**src/rtl/cfgb_pkg.sv**
```systemverilog
package cfgb_pkg;
  localparam int DW = 32;

  typedef enum logic [1:0] {
    HST_OK        = 2'd0,
    HST_BAD_SIZE  = 2'd1,
    HST_UNALIGNED = 2'd2,
    HST_BAD_PORT  = 2'd3
  } host_st_e;

  typedef enum logic [1:0] {
    DST_OK     = 2'd0,
    DST_ERROR  = 2'd1,
    DST_ABSENT = 2'd2
  } dn_st_e;

  typedef enum logic [2:0] {
    ST_IDLE       = 3'd0,
    ST_READ_WAIT  = 3'd1,
    ST_MERGE_WAIT = 3'd2,
    ST_WRITE_WAIT = 3'd3,
    ST_RESPOND    = 3'd4
  } ctl_st_e;

  function automatic logic [DW-1:0] size_mask(input logic [2:0] size);
    case (size)
      3'd1:    size_mask = 32'h0000_00FF;
      3'd2:    size_mask = 32'h0000_FFFF;
      default: size_mask = 32'hFFFF_FFFF;
    endcase
  endfunction

  function automatic logic [DW-1:0] lane_extract(input logic [DW-1:0] v,
                                                 input logic [1:0] lane,
                                                 input logic [2:0] size);
    lane_extract = (v >> {lane, 3'b000}) & size_mask(size);
  endfunction

  function automatic logic [DW-1:0] lane_merge(input logic [DW-1:0] old_v,
                                               input logic [DW-1:0] new_v,
                                               input logic [1:0] lane,
                                               input logic [2:0] size);
    logic [DW-1:0] m;
    m = size_mask(size);
    lane_merge = (old_v & ~(m << {lane, 3'b000})) | ((new_v & m) << {lane, 3'b000});
  endfunction
endpackage

```
**src/rtl/cfgb_access_check.sv**
```systemverilog
module cfgb_access_check
  import cfgb_pkg::*;
#(
  parameter int              PORT_W    = 16,
  parameter logic [PORT_W-1:0] PTR_BASE  = 16'h0CF8,
  parameter logic [PORT_W-1:0] DATA_BASE = 16'h0CFC
) (
  input  logic              is_write,
  input  logic [PORT_W-1:0] port,
  input  logic [2:0]        size,
  output host_st_e          verdict,
  output logic              hit_ptr
);
  logic size_ok, align_ok, hit_data;

  always_comb begin
    size_ok  = (size == 3'd1) || (size == 3'd2) || (size == 3'd4);
    align_ok = is_write || (size == 3'd1) ||
               ((size == 3'd2) && !port[0]) ||
               ((size == 3'd4) && (port[1:0] == 2'b00));
    hit_ptr  = (port[PORT_W-1:2] == PTR_BASE[PORT_W-1:2]);
    hit_data = (port[PORT_W-1:2] == DATA_BASE[PORT_W-1:2]);
    if (!size_ok)                  verdict = HST_BAD_SIZE;
    else if (!align_ok)            verdict = HST_UNALIGNED;
    else if (!hit_ptr && !hit_data) verdict = HST_BAD_PORT;
    else                           verdict = HST_OK;
  end
endmodule

```
**src/rtl/cfgb_ptr_reg.sv**
```systemverilog
module cfgb_ptr_reg
  import cfgb_pkg::*;
(
  input  logic          clk,
  input  logic          rst_n,
  input  logic          wr_en,
  input  logic [2:0]    wr_size,
  input  logic [DW-1:0] wr_data,
  output logic [DW-1:0] ptr_q
);
  logic [DW-1:0] merged, ptr_d;

  always_comb begin
    case (wr_size)
      3'd4:    merged = wr_data;
      3'd2:    merged = {ptr_q[31:16], wr_data[15:0]};
      default: merged = {ptr_q[31:8], wr_data[7:0]};
    endcase
    ptr_d = {merged[31], 7'b0, merged[23:2], 2'b00};
  end

  always_ff @(posedge clk or negedge rst_n) begin
    if (!rst_n)     ptr_q <= '0;
    else if (wr_en) ptr_q <= ptr_d;
  end

  // the cleared fields never hold a one
  a_r3_fields_clear: assert property (@(posedge clk) disable iff (!rst_n)
    (ptr_q[30:24] == 7'd0) && (ptr_q[1:0] == 2'b00));
  // the register only moves on a pointer-window write
  a_r3_hold: assert property (@(posedge clk) disable iff (!rst_n)
    !wr_en |=> $stable(ptr_q));
endmodule

```
**src/rtl/cfgb_ctrl.sv**
```systemverilog
module cfgb_ctrl
  import cfgb_pkg::*;
(
  input  logic          clk,
  input  logic          rst_n,
  input  logic          host_valid,
  input  logic          host_write,
  input  logic [1:0]    host_lane,
  input  logic [2:0]    host_size,
  input  logic [DW-1:0] host_wdata,
  input  host_st_e      verdict,
  input  logic          hit_ptr,
  input  logic [DW-1:0] ptr_q,
  output logic          ptr_wr_en,
  output logic          host_ready,
  output logic [DW-1:0] host_rdata,
  output logic [1:0]    host_status,
  output logic          dn_req_valid,
  input  logic          dn_req_ready,
  output logic          dn_req_write,
  output logic [DW-1:0] dn_req_wdata,
  input  logic          dn_rsp_valid,
  input  logic [1:0]    dn_rsp_status,
  input  logic [DW-1:0] dn_rsp_rdata
);
  ctl_st_e       state_q, state_d;
  logic [1:0]    lane_q, lane_d;
  logic [2:0]    size_q, size_d;
  logic [DW-1:0] new_q, new_d;
  logic [DW-1:0] wdata_q, wdata_d;
  logic [DW-1:0] result_q, result_d;
  host_st_e      hstat_q, hstat_d;
  logic          acc_q, acc_d;
  logic          rsp_take, waiting;

  always_comb begin
    waiting  = (state_q == ST_READ_WAIT) || (state_q == ST_MERGE_WAIT) ||
               (state_q == ST_WRITE_WAIT);
    rsp_take = acc_q && dn_rsp_valid;
  end

  always_comb begin
    state_d   = state_q;
    lane_d    = lane_q;
    size_d    = size_q;
    new_d     = new_q;
    wdata_d   = wdata_q;
    result_d  = result_q;
    hstat_d   = hstat_q;
    ptr_wr_en = 1'b0;
    case (state_q)
      ST_IDLE: if (host_valid) begin
        lane_d   = host_lane;
        size_d   = host_size;
        new_d    = host_wdata;
        result_d = '0;
        hstat_d  = verdict;
        state_d  = ST_RESPOND;
        if (verdict == HST_OK) begin
          if (hit_ptr) begin
            if (host_write) ptr_wr_en = 1'b1;
            else            result_d = lane_extract(ptr_q, host_lane, host_size);
          end else if (!ptr_q[31]) begin
            if (!host_write) result_d = size_mask(host_size);
          end else if (!host_write) begin
            state_d = ST_READ_WAIT;
          end else if (host_size == 3'd4) begin
            wdata_d = host_wdata;
            state_d = ST_WRITE_WAIT;
          end else begin
            state_d = ST_MERGE_WAIT;
          end
        end
      end
      ST_READ_WAIT: if (rsp_take) begin
        case (dn_rsp_status)
          DST_OK:     result_d = lane_extract(dn_rsp_rdata, lane_q, size_q);
          DST_ABSENT: result_d = size_mask(size_q);
          default:    result_d = '0;
        endcase
        state_d = ST_RESPOND;
      end
      ST_MERGE_WAIT: if (rsp_take) begin
        if (dn_rsp_status == DST_ABSENT) begin
          state_d = ST_RESPOND;
        end else begin
          wdata_d = lane_merge((dn_rsp_status == DST_OK) ? dn_rsp_rdata : '0,
                               new_q, lane_q, size_q);
          state_d = ST_WRITE_WAIT;
        end
      end
      ST_WRITE_WAIT: if (rsp_take) state_d = ST_RESPOND;
      default: state_d = ST_IDLE;
    endcase
  end

  always_comb begin
    acc_d = acc_q;
    if (dn_req_valid && dn_req_ready) acc_d = 1'b1;
    else if (rsp_take)                acc_d = 1'b0;
  end

  always_ff @(posedge clk or negedge rst_n) begin
    if (!rst_n) begin
      state_q  <= ST_IDLE;
      lane_q   <= '0;
      size_q   <= '0;
      new_q    <= '0;
      wdata_q  <= '0;
      result_q <= '0;
      hstat_q  <= HST_OK;
      acc_q    <= 1'b0;
    end else begin
      state_q  <= state_d;
      lane_q   <= lane_d;
      size_q   <= size_d;
      new_q    <= new_d;
      wdata_q  <= wdata_d;
      result_q <= result_d;
      hstat_q  <= hstat_d;
      acc_q    <= acc_d;
    end
  end

  always_comb begin
    host_ready   = (state_q == ST_RESPOND);
    host_rdata   = result_q;
    host_status  = hstat_q;
    dn_req_valid = waiting && !acc_q;
    dn_req_write = (state_q == ST_WRITE_WAIT);
    dn_req_wdata = wdata_q;
  end

  // completion is a single-cycle pulse
  a_r9_ready_pulse: assert property (@(posedge clk) disable iff (!rst_n)
    host_ready |=> !host_ready);
  // a stalled request keeps its kind and data
  a_r10_req_hold: assert property (@(posedge clk) disable iff (!rst_n)
    dn_req_valid && !dn_req_ready |=>
      dn_req_valid && $stable(dn_req_write) && $stable(dn_req_wdata));
  // a rejected access returns zero data
  a_r2_reject_zero: assert property (@(posedge clk) disable iff (!rst_n)
    host_ready && (host_status != 2'd0) |-> host_rdata == '0);
  // the host is not answered while a request is still pending downstream
  a_r10_no_early_ready: assert property (@(posedge clk) disable iff (!rst_n)
    dn_req_valid |-> !host_ready);
endmodule

```
**src/rtl/cfg_port_bridge.sv**
```systemverilog
module cfg_port_bridge
  import cfgb_pkg::*;
#(
  parameter int                PORT_W    = 16,
  parameter logic [PORT_W-1:0] PTR_BASE  = 16'h0CF8,
  parameter logic [PORT_W-1:0] DATA_BASE = 16'h0CFC
) (
  input  logic              clk,
  input  logic              rst_n,
  input  logic              host_valid,
  input  logic              host_write,
  input  logic [PORT_W-1:0] host_port,
  input  logic [2:0]        host_size,
  input  logic [31:0]       host_wdata,
  output logic              host_ready,
  output logic [31:0]       host_rdata,
  output logic [1:0]        host_status,
  output logic              dn_req_valid,
  input  logic              dn_req_ready,
  output logic              dn_req_write,
  output logic [7:0]        dn_req_bus,
  output logic [4:0]        dn_req_dev,
  output logic [2:0]        dn_req_fn,
  output logic [7:0]        dn_req_off,
  output logic [31:0]       dn_req_wdata,
  input  logic              dn_rsp_valid,
  input  logic [1:0]        dn_rsp_status,
  input  logic [31:0]       dn_rsp_rdata
);
  host_st_e      verdict;
  logic          hit_ptr, ptr_wr_en;
  logic [DW-1:0] ptr_q;

  cfgb_access_check #(
    .PORT_W(PORT_W), .PTR_BASE(PTR_BASE), .DATA_BASE(DATA_BASE)
  ) u_check (
    .is_write(host_write), .port(host_port), .size(host_size),
    .verdict(verdict), .hit_ptr(hit_ptr)
  );

  cfgb_ptr_reg u_ptr (
    .clk(clk), .rst_n(rst_n), .wr_en(ptr_wr_en), .wr_size(host_size),
    .wr_data(host_wdata), .ptr_q(ptr_q)
  );

  cfgb_ctrl u_ctrl (
    .clk(clk), .rst_n(rst_n),
    .host_valid(host_valid), .host_write(host_write), .host_lane(host_port[1:0]),
    .host_size(host_size), .host_wdata(host_wdata),
    .verdict(verdict), .hit_ptr(hit_ptr), .ptr_q(ptr_q), .ptr_wr_en(ptr_wr_en),
    .host_ready(host_ready), .host_rdata(host_rdata), .host_status(host_status),
    .dn_req_valid(dn_req_valid), .dn_req_ready(dn_req_ready),
    .dn_req_write(dn_req_write), .dn_req_wdata(dn_req_wdata),
    .dn_rsp_valid(dn_rsp_valid), .dn_rsp_status(dn_rsp_status),
    .dn_rsp_rdata(dn_rsp_rdata)
  );

  always_comb begin
    dn_req_off = {ptr_q[7:2], 2'b00};
    dn_req_fn  = ptr_q[10:8];
    dn_req_dev = ptr_q[15:11];
    dn_req_bus = ptr_q[23:16];
  end

  // downstream offsets are always dword aligned
  a_r6_off_aligned: assert property (@(posedge clk) disable iff (!rst_n)
    dn_req_valid |-> dn_req_off[1:0] == 2'b00);
endmodule

```
**config.mk**
```make
export PLATFORM = sky130hd
export DESIGN_NAME = cfg_port_bridge
export DESIGN_NICKNAME = d
export VERILOG_FILES = /design/src/rtl/cfgb_pkg.sv /design/src/rtl/cfgb_access_check.sv /design/src/rtl/cfgb_ptr_reg.sv /design/src/rtl/cfgb_ctrl.sv /design/src/rtl/cfg_port_bridge.sv
export SDC_FILE = /design/constraint.sdc
export NUM_CORES = 1
export LEC_CHECK = 0
export BUFFER_PORTS_ARGS = -buffer_cell sky130_fd_sc_hd__buf_2
export CORE_MARGIN = 2
export CORE_UTILIZATION = 61
export CTS_BUF_LIST = sky130_fd_sc_hd__clkbuf_4
export DETAILED_ROUTE_END_ITERATION = 6
export PLACE_DENSITY = 0.95
export SLEW_MARGIN = 5
export SYNTH_ARGS = -nofsm -noshare
export SYNTH_HDL_FRONTEND = slang
export SYNTH_SLANG_ARGS = --single-unit
```
**constraint.sdc**
```tcl
create_clock -name clk -period 3.96 [get_ports clk]
set_input_delay 0.99 -clock clk [delete_from_list [all_inputs] [get_ports clk]]
set_output_delay 0.99 -clock clk [all_outputs]
set_load 0.03 [all_outputs]
```
==> results.md, run 1 <==
* Status: completed
* Vias in the first global route at 6690
* RSZ-0062 raised after global routing: false
* DRC viols at 0
* DR vias/cell at 6.47
* Synth warnings at 0
* Critical Path End Type: flip-flop
* Area after DPL at a little under 0.009 mm2
* Mux contribution to synthesized area at 21.4%
* CTS tree: done
* Core Area at roughly 0.013 mm2
* Die area at 0.0138 mm2
* Routed WL at 23.7 mm
* Fmax at between 300 and 400 MHz
* Clk slew on worst S/H paths at 110 ps
* Tightest Pin Transition at ~1100 ps
* Post-route ant nets at 0
* Compound-Gate Fraction of Synth Area at 18.0%
* Ys flop type: dfrtp_1
* CTS resizes at 0
* # nets final at roughly 1000
* Asr flop ratio synth at 100%
* Routed WL per cell at 21.4 um
* Type of the tightest min-delay check: in -> async
* Synth Cell Area at between 0.007 and 0.008 mm2
* CP arrival at 3550 ps
* Port buffer count at 181
* Fin area at 0.00886 mm2
* Avg Cell Area, Syn at 9.82 um2
* Worst R2R Start: u_ctrl.lane_q[0]
* Die span in x at 117 um
* DR iter-0 viols at 893
* Final count of hold timing violations at 0
* Number of synthesized flops with an enable pin at 0
* Hold slack at between 400 and 500 ps
* Post-Synth Adder-Cell Area at 0%
* Pin count of the biggest net entering global routing at between 50 and 60
* FF-to-FF End: u_ctrl.dn_req_wdata[22]
* Clock buffer count from CTS at 17
* Share of Yosys cell area claimed by the top area cell type at between 40% and 50%
* Reg2reg setup slack at 890 ps
* Rel. slew slack at between 20% and 30%
* Final Max Slew Viols at 0
* Layout cells sized above 1 at 38.7%
* Min cycle time layout at 3070 ps
* Cts hold-fix bufs at 0
* Static Leakage at 4.20 nW
* Starting Density at 62.4%
* Area grow syn2layout at 13.1%
* Clk_lat worst skew at 560 ps
* Rows at just over 40
* First-pass DRT Iterations at 6
* Area leader, netlist: dfrtp_1
* CTS H-tree depth at 4
* Period Utilization, post-route at 77.5%
* VDD IR max at about 230 uV
* Placed wire-length estimate at between 15 and 20 mm
* Total clock sinks at 130
* Post-synthesis sequential area ratio at 41.5%
* Setup CP Type: reg -> reg
* Area contributors post-synth: dfrtp_1 42%, mux2_2 17%, nor2_1 4.6%, o21ai_0 4.1%, a21oi_1 3.9%
* Max Cap Viol at 0
* Yosys cell types at 58
* Postcts setup bufs at 0
* Num ports at about 180
* Post-route setup TNS at 0 ps
* Seq cells post-synth at 130
* Deepest clock path buffer count at 2
* Setup Skew at 19.2 ps
* Largest family of logic cells by synthesized area: multiplexers
* PwrDens at 338 mW/mm2
* Vias post-DR at 7179
* Critical path launch point type: flip-flop
* Synth Area in Simple Gates at 12.9%
* Final setup violation count at 0
* Cell count after synthesis at 798
* Post-Synth XOR/XNOR Area at less than 1%
* Tot GR Track Use at 34.8%
* Crit Path Max Fanout at 29
* Inserted Diodes at 0
* Root Driver: clkbuf_4
* Initial antenna violation count at 0
* Worst r2r path cells at 6
* Die height at 117 um
* Final GP Congestion at 0.962
* First-pass GRT wire length at 37.0 mm
* Grt total ovfl at 0
* Req. time, crit path at around 4500 ps
how the worst max path moves through the flow:
stage,from,to
global placement,host_port[0],u_ctrl.host_rdata[25]
global route,u_ctrl.lane_q[0],u_ctrl.dn_req_wdata[22]
floorplan,host_size[1],u_ctrl.dn_req_wdata[0]
finish,u_ctrl.lane_q[0],u_ctrl.dn_req_wdata[22]
detailed placement,host_port[0],u_ctrl.host_rdata[28]
CTS,u_ctrl.lane_q[0],u_ctrl.dn_req_wdata[4]
cell families after synthesis:
group           Yosys count
simple gates            203
other cells               1
mux                     149
xor+xnor                  4
compound gates          222
flops                   130
buf+inv                  89
power by group:
| group | leakage (nW) | internal (mW) | switching (mW) |
|---|---|---|---|
| Clock | 0.110 | 0.246 | 0.472 |
| Sequential | 1.67 | 1.43 | 0.0972 |
| Combinational | 2.42 | 0.281 | 0.471 |
cell usage after synthesis (all sizes together), types with 3 or more instances:
cell type / count
dfrtp: 130
mux2: 126
nor2: 96
o21ai: 66
a21oi: 61
clkbuf: 42
buf: 41
nand3: 26
a221oi: 24
mux2i: 23
nand2: 23
a31oi: 22
a21o: 13
nor2b: 9
nor3: 9
a22oi: 7
a32oi: 6
and3b: 6
nand4: 6
and2: 5
inv: 5
a211oi: 4
nor4b: 4
a2bb2oi: 3
nor3b: 3
nor4: 3
o32a: 3
or3b: 3
flip-flops by register name, indices dropped and copies added, names as in the netlist:
| name | flops |
|---|---|
| u_ctrl.host_status | 2 |
| u_ctrl.state_q | 3 |
| u_ctrl.lane_q | 2 |
| u_ptr.ptr_q | 23 |
| u_ctrl.size_q | 3 |
| u_ctrl.acc_q | 1 |
| u_ctrl.new_q | 32 |
| u_ctrl.host_rdata | 32 |
| u_ctrl.dn_req_wdata | 32 |
layer usage:
metal,global-route usage [%],wire [um]
met5,0,0
met4,18.1,1230
met3,8.61,2690
met2,51.4,10500
met1,47.8,9260
stage by stage:
stage / cells / setup slack [ps] / power, mW / utilization (%)
floorplan: 799 / 1200 / 2.01 / -
global placement: 1082 / 837 / 2.26 / 69.0
detailed placement: 1082 / 791 / 2.28 / 69.0
CTS: 1109 / 936 / 2.98 / 70.5
global route: 1109 / 745 / 3.13 / 70.5
finish: 1109 / 892 / 2.99 / 70.5
cells in the final DEF (no fill, tap or decap), types with 3 or more instances in the layout:
cell type	Yosys	routed
mux2_4	8	8
buf_2	13	180
nor2_1	96	95
o21ai_0	64	64
nand4_1	6	6
mux2i_1	23	23
o32a_1	3	3
nor3_1	9	9
a32oi_1	6	6
inv_1	5	5
buf_4	25	14
mux2_2	118	118
a221oi_1	23	23
or3b_2	3	3
clkbuf_4	0	20
a2bb2oi_1	3	3
a21oi_1	61	61
nor2b_1	9	9
and3b_1	6	6
nand2_1	23	23
a21o_1	13	13
dfrtp_1	130	130
and2_1	5	5
clkinv_2	0	3
a31oi_1	22	22
a22oi_1	7	7
nand3_1	26	26
critical path: stages, from the launching register on:
cell and delay [ps]:
dfrtp_1 750, buf_4 470, inv_1 460, nor3_1 650, o21ai_0 180, a21oi_1 260
mux2_2 210
layout make-up:
| class | instances | area, um2 |
|---|---|---|
| clock buffers | 20 | 150 |
| fillers | 957 | 3700 |
| flip-flops and latches | 130 | 3250 |
| multi-input cells | 580 | 4180 |
| clock inverters | 7 | 42.5 |
| well taps | 172 | 215 |
| repair buffers | 194 | 1010 |
| inverters | 6 | 22.5 |
(Power assumes the default switching activity.)
==> run 2: changes to the inputs <==
--- a/config.mk
+++ b/config.mk
@@ -7,10 +7,10 @@
 export LEC_CHECK = 0
 export BUFFER_PORTS_ARGS = -buffer_cell sky130_fd_sc_hd__buf_2
 export CORE_MARGIN = 2
-export CORE_UTILIZATION = 61
+export CORE_UTILIZATION = 51
 export CTS_BUF_LIST = sky130_fd_sc_hd__clkbuf_4
 export DETAILED_ROUTE_END_ITERATION = 6
-export PLACE_DENSITY = 0.95
+export PLACE_DENSITY = 0.91
 export SLEW_MARGIN = 5
 export SYNTH_ARGS = -nofsm -noshare
 export SYNTH_HDL_FRONTEND = slang
==> constraint.sdc (replaced) <==
create_clock -name clk -period 2.5 [get_ports clk]
set_input_delay 0.625 -clock clk [delete_from_list [all_inputs] [get_ports clk]]
set_output_delay 0.625 -clock clk [all_outputs]
set_load 0.03 [all_outputs]
==> run 2 against run 1 <==
  * Routed wire length is 6.6% higher
  * Non-clock buffer count up 40
  * Core utilization shrank 9.0 points
  * Die area increased by 19%
  * Register-to-register slack worse by 680 ps
  * Critical path type is now reg -> out
  * Sequential share of layout area down 1.7 points
  * Critical endpoint is now dn_req_valid
  * Total power up 67%
==> results.md, run 2 (synthesis results as in run 1) <==
* Final Max Slew Viols at 0
* Rows at between 40 and 50
* Area grow syn2layout at 18.5%
* Clock buffer count from CTS at 17
* Critical Path End Type: primary output
* Clk pwr share at 26.8%
* Die area at 0.0164 mm2
* Starting Density at 51.9%
* CP arrival at about 1700 ps
* NetSw at 1.67 mW
* Layout cells sized above 1 at 40.9%
* Routed WL at 25.3 mm
* Total clock sinks at 130
* Port buffer count at approximately 180
* DR vias/cell at 6.21
* Placed wire-length estimate at 18.8 mm
* Area after DPL at 0.00903 mm2
* Final GP Congestion at about 0.97
* Max Cap Viol at 0
* Post-route ant nets at 0
* First-pass DRT Iterations at 7
* Grt total ovfl at 0
* Postcts setup bufs at 0
* Most frequent cells in the layout: 180 x buf_2, 130 x dfrtp_1, 118 x mux2_2, 96 x nor2_1, 64 x o21ai_0
* Flop pwr share at 47.8%
* CTS tree: done
* Period Utilization, post-route at 92.8%
* Switching share of power at 33.3%
* CTS H-tree depth at 4
* Min cycle time layout at roughly 2300 ps
* Die height at 128 um
* Vias post-DR at between 7000 and 8000
* Hold slack at 298 ps
* Setup CP Type: reg -> out
* Most common cell after layout, fill and taps aside: buf_2
* Tot GR Track Use at 31.4%
* Initial antenna violation count at 2
* PwrDens at 539 mW/mm2
* Rel. slew slack at 36.3%
* Reg2reg setup slack at approximately 210 ps
* Crit Path Max Fanout at 12
* Req. time, crit path at approximately 1900 ps
* Gate power share at between 20% and 30%
* CTS resizes at 0
* Routed WL per cell at 21.6 um
* Clk slew on worst S/H paths at 100 ps
* Status: completed
* First-pass GRT wire length at 38.8 mm
* Clk_lat worst skew at 560 ps
* Die span in x at 128 um
* Final count of hold timing violations at 0
* Final setup violation count at 0
* VDD IR max at 276 uV
* Post-route setup TNS at 0 ps
* Static Leakage at 4.43 nW
* P_int at about 3.3 mW
* Type of the tightest min-delay check: in -> reg
* Fmax at 431 MHz
* Tightest Pin Transition at 948 ps
* Core Area at 0.0151 mm2
* Critical path launch point type: flip-flop
* DR iter-0 viols at 989
* Vias in the first global route at 6919
* RSZ-0062 raised after global routing: false
* DRC viols at 0
* # nets final at 1060
* Num ports at 184
* Cts hold-fix bufs at 1
* Deepest clock path buffer count at 2
* Pin count of the biggest net entering global routing at between 70 and 80
* Fin area at 0.00929 mm2
* Root Driver: clkbuf_4
* Setup Skew at between 15 and 20 ps
* Total Power at 5.01 mW
-- run 2: worst paths after layout --
kind                                              start                       to  depth (start not counted)
worst max-delay path                  u_ctrl.state_q[0]             dn_req_valid                          4
worst min-delay path                       dn_req_ready             u_ctrl.acc_q                          3
worst max register to register         u_ctrl.lane_q[0]  u_ctrl.dn_req_wdata[22]                          7
worst min register to register  u_ctrl.dn_req_wdata[31]  u_ctrl.dn_req_wdata[31]                          1
max in group asynchronous                         rst_n           u_ptr.ptr_q[4]                          3
min in group asynchronous                         rst_n  u_ctrl.dn_req_wdata[31]                          2
-- run 2: layout make-up --
cell class / instances / area (um2)
Fill cell: 1269 / 5800
Multi-Input combinational cell: 580 / 4170
Sequential cell: 130 / 3250
Timing Repair Buffer: 234 / 1360
Tap cell: 188 / 235
Clock buffer: 20 / 150
Clock inverter: 8 / 91.3
Inverter: 6 / 22.5
Antenna cell: 2 / 5.00
-- run 2: worst max-delay path: stages (launching register included) --
cell	delay [ps]
dfrtp_1	400
buf_4	210
nor2_1	80
nor3_1	200
buf_2	240
-- run 2: layer usage --
metal	GRT usage, %	share of wire (%)	up-vias
li1	-	-	3261
met1	42.4	41	3491
met2	48.3	45	416
met3	7.30	9.7	84
met4	14.5	4.5	0
met5	0	0	-
-- run 2: stage by stage --
step / std cells / utilization, % / worst slack, ps
floorplan: 799 / - / 106
global placement: 1137 / 59.9 / 42.1
detailed placement: 1137 / 59.9 / -5.25
CTS: 1166 / 61.5 / 157
global route: 1167 / 61.5 / 65.7
finish: 1168 / 61.6 / 179
-- run 2: power by group through the flow --
stage               clock network (mW)  registers [mW]  logic (mW)
floorplan                            0            2.52       0.659
global placement                     0            2.42        1.23
detailed placement                   0            2.42        1.25
CTS                               1.36            2.38        1.25
global route                      1.47            2.40        1.37
finish                            1.34            2.39        1.27
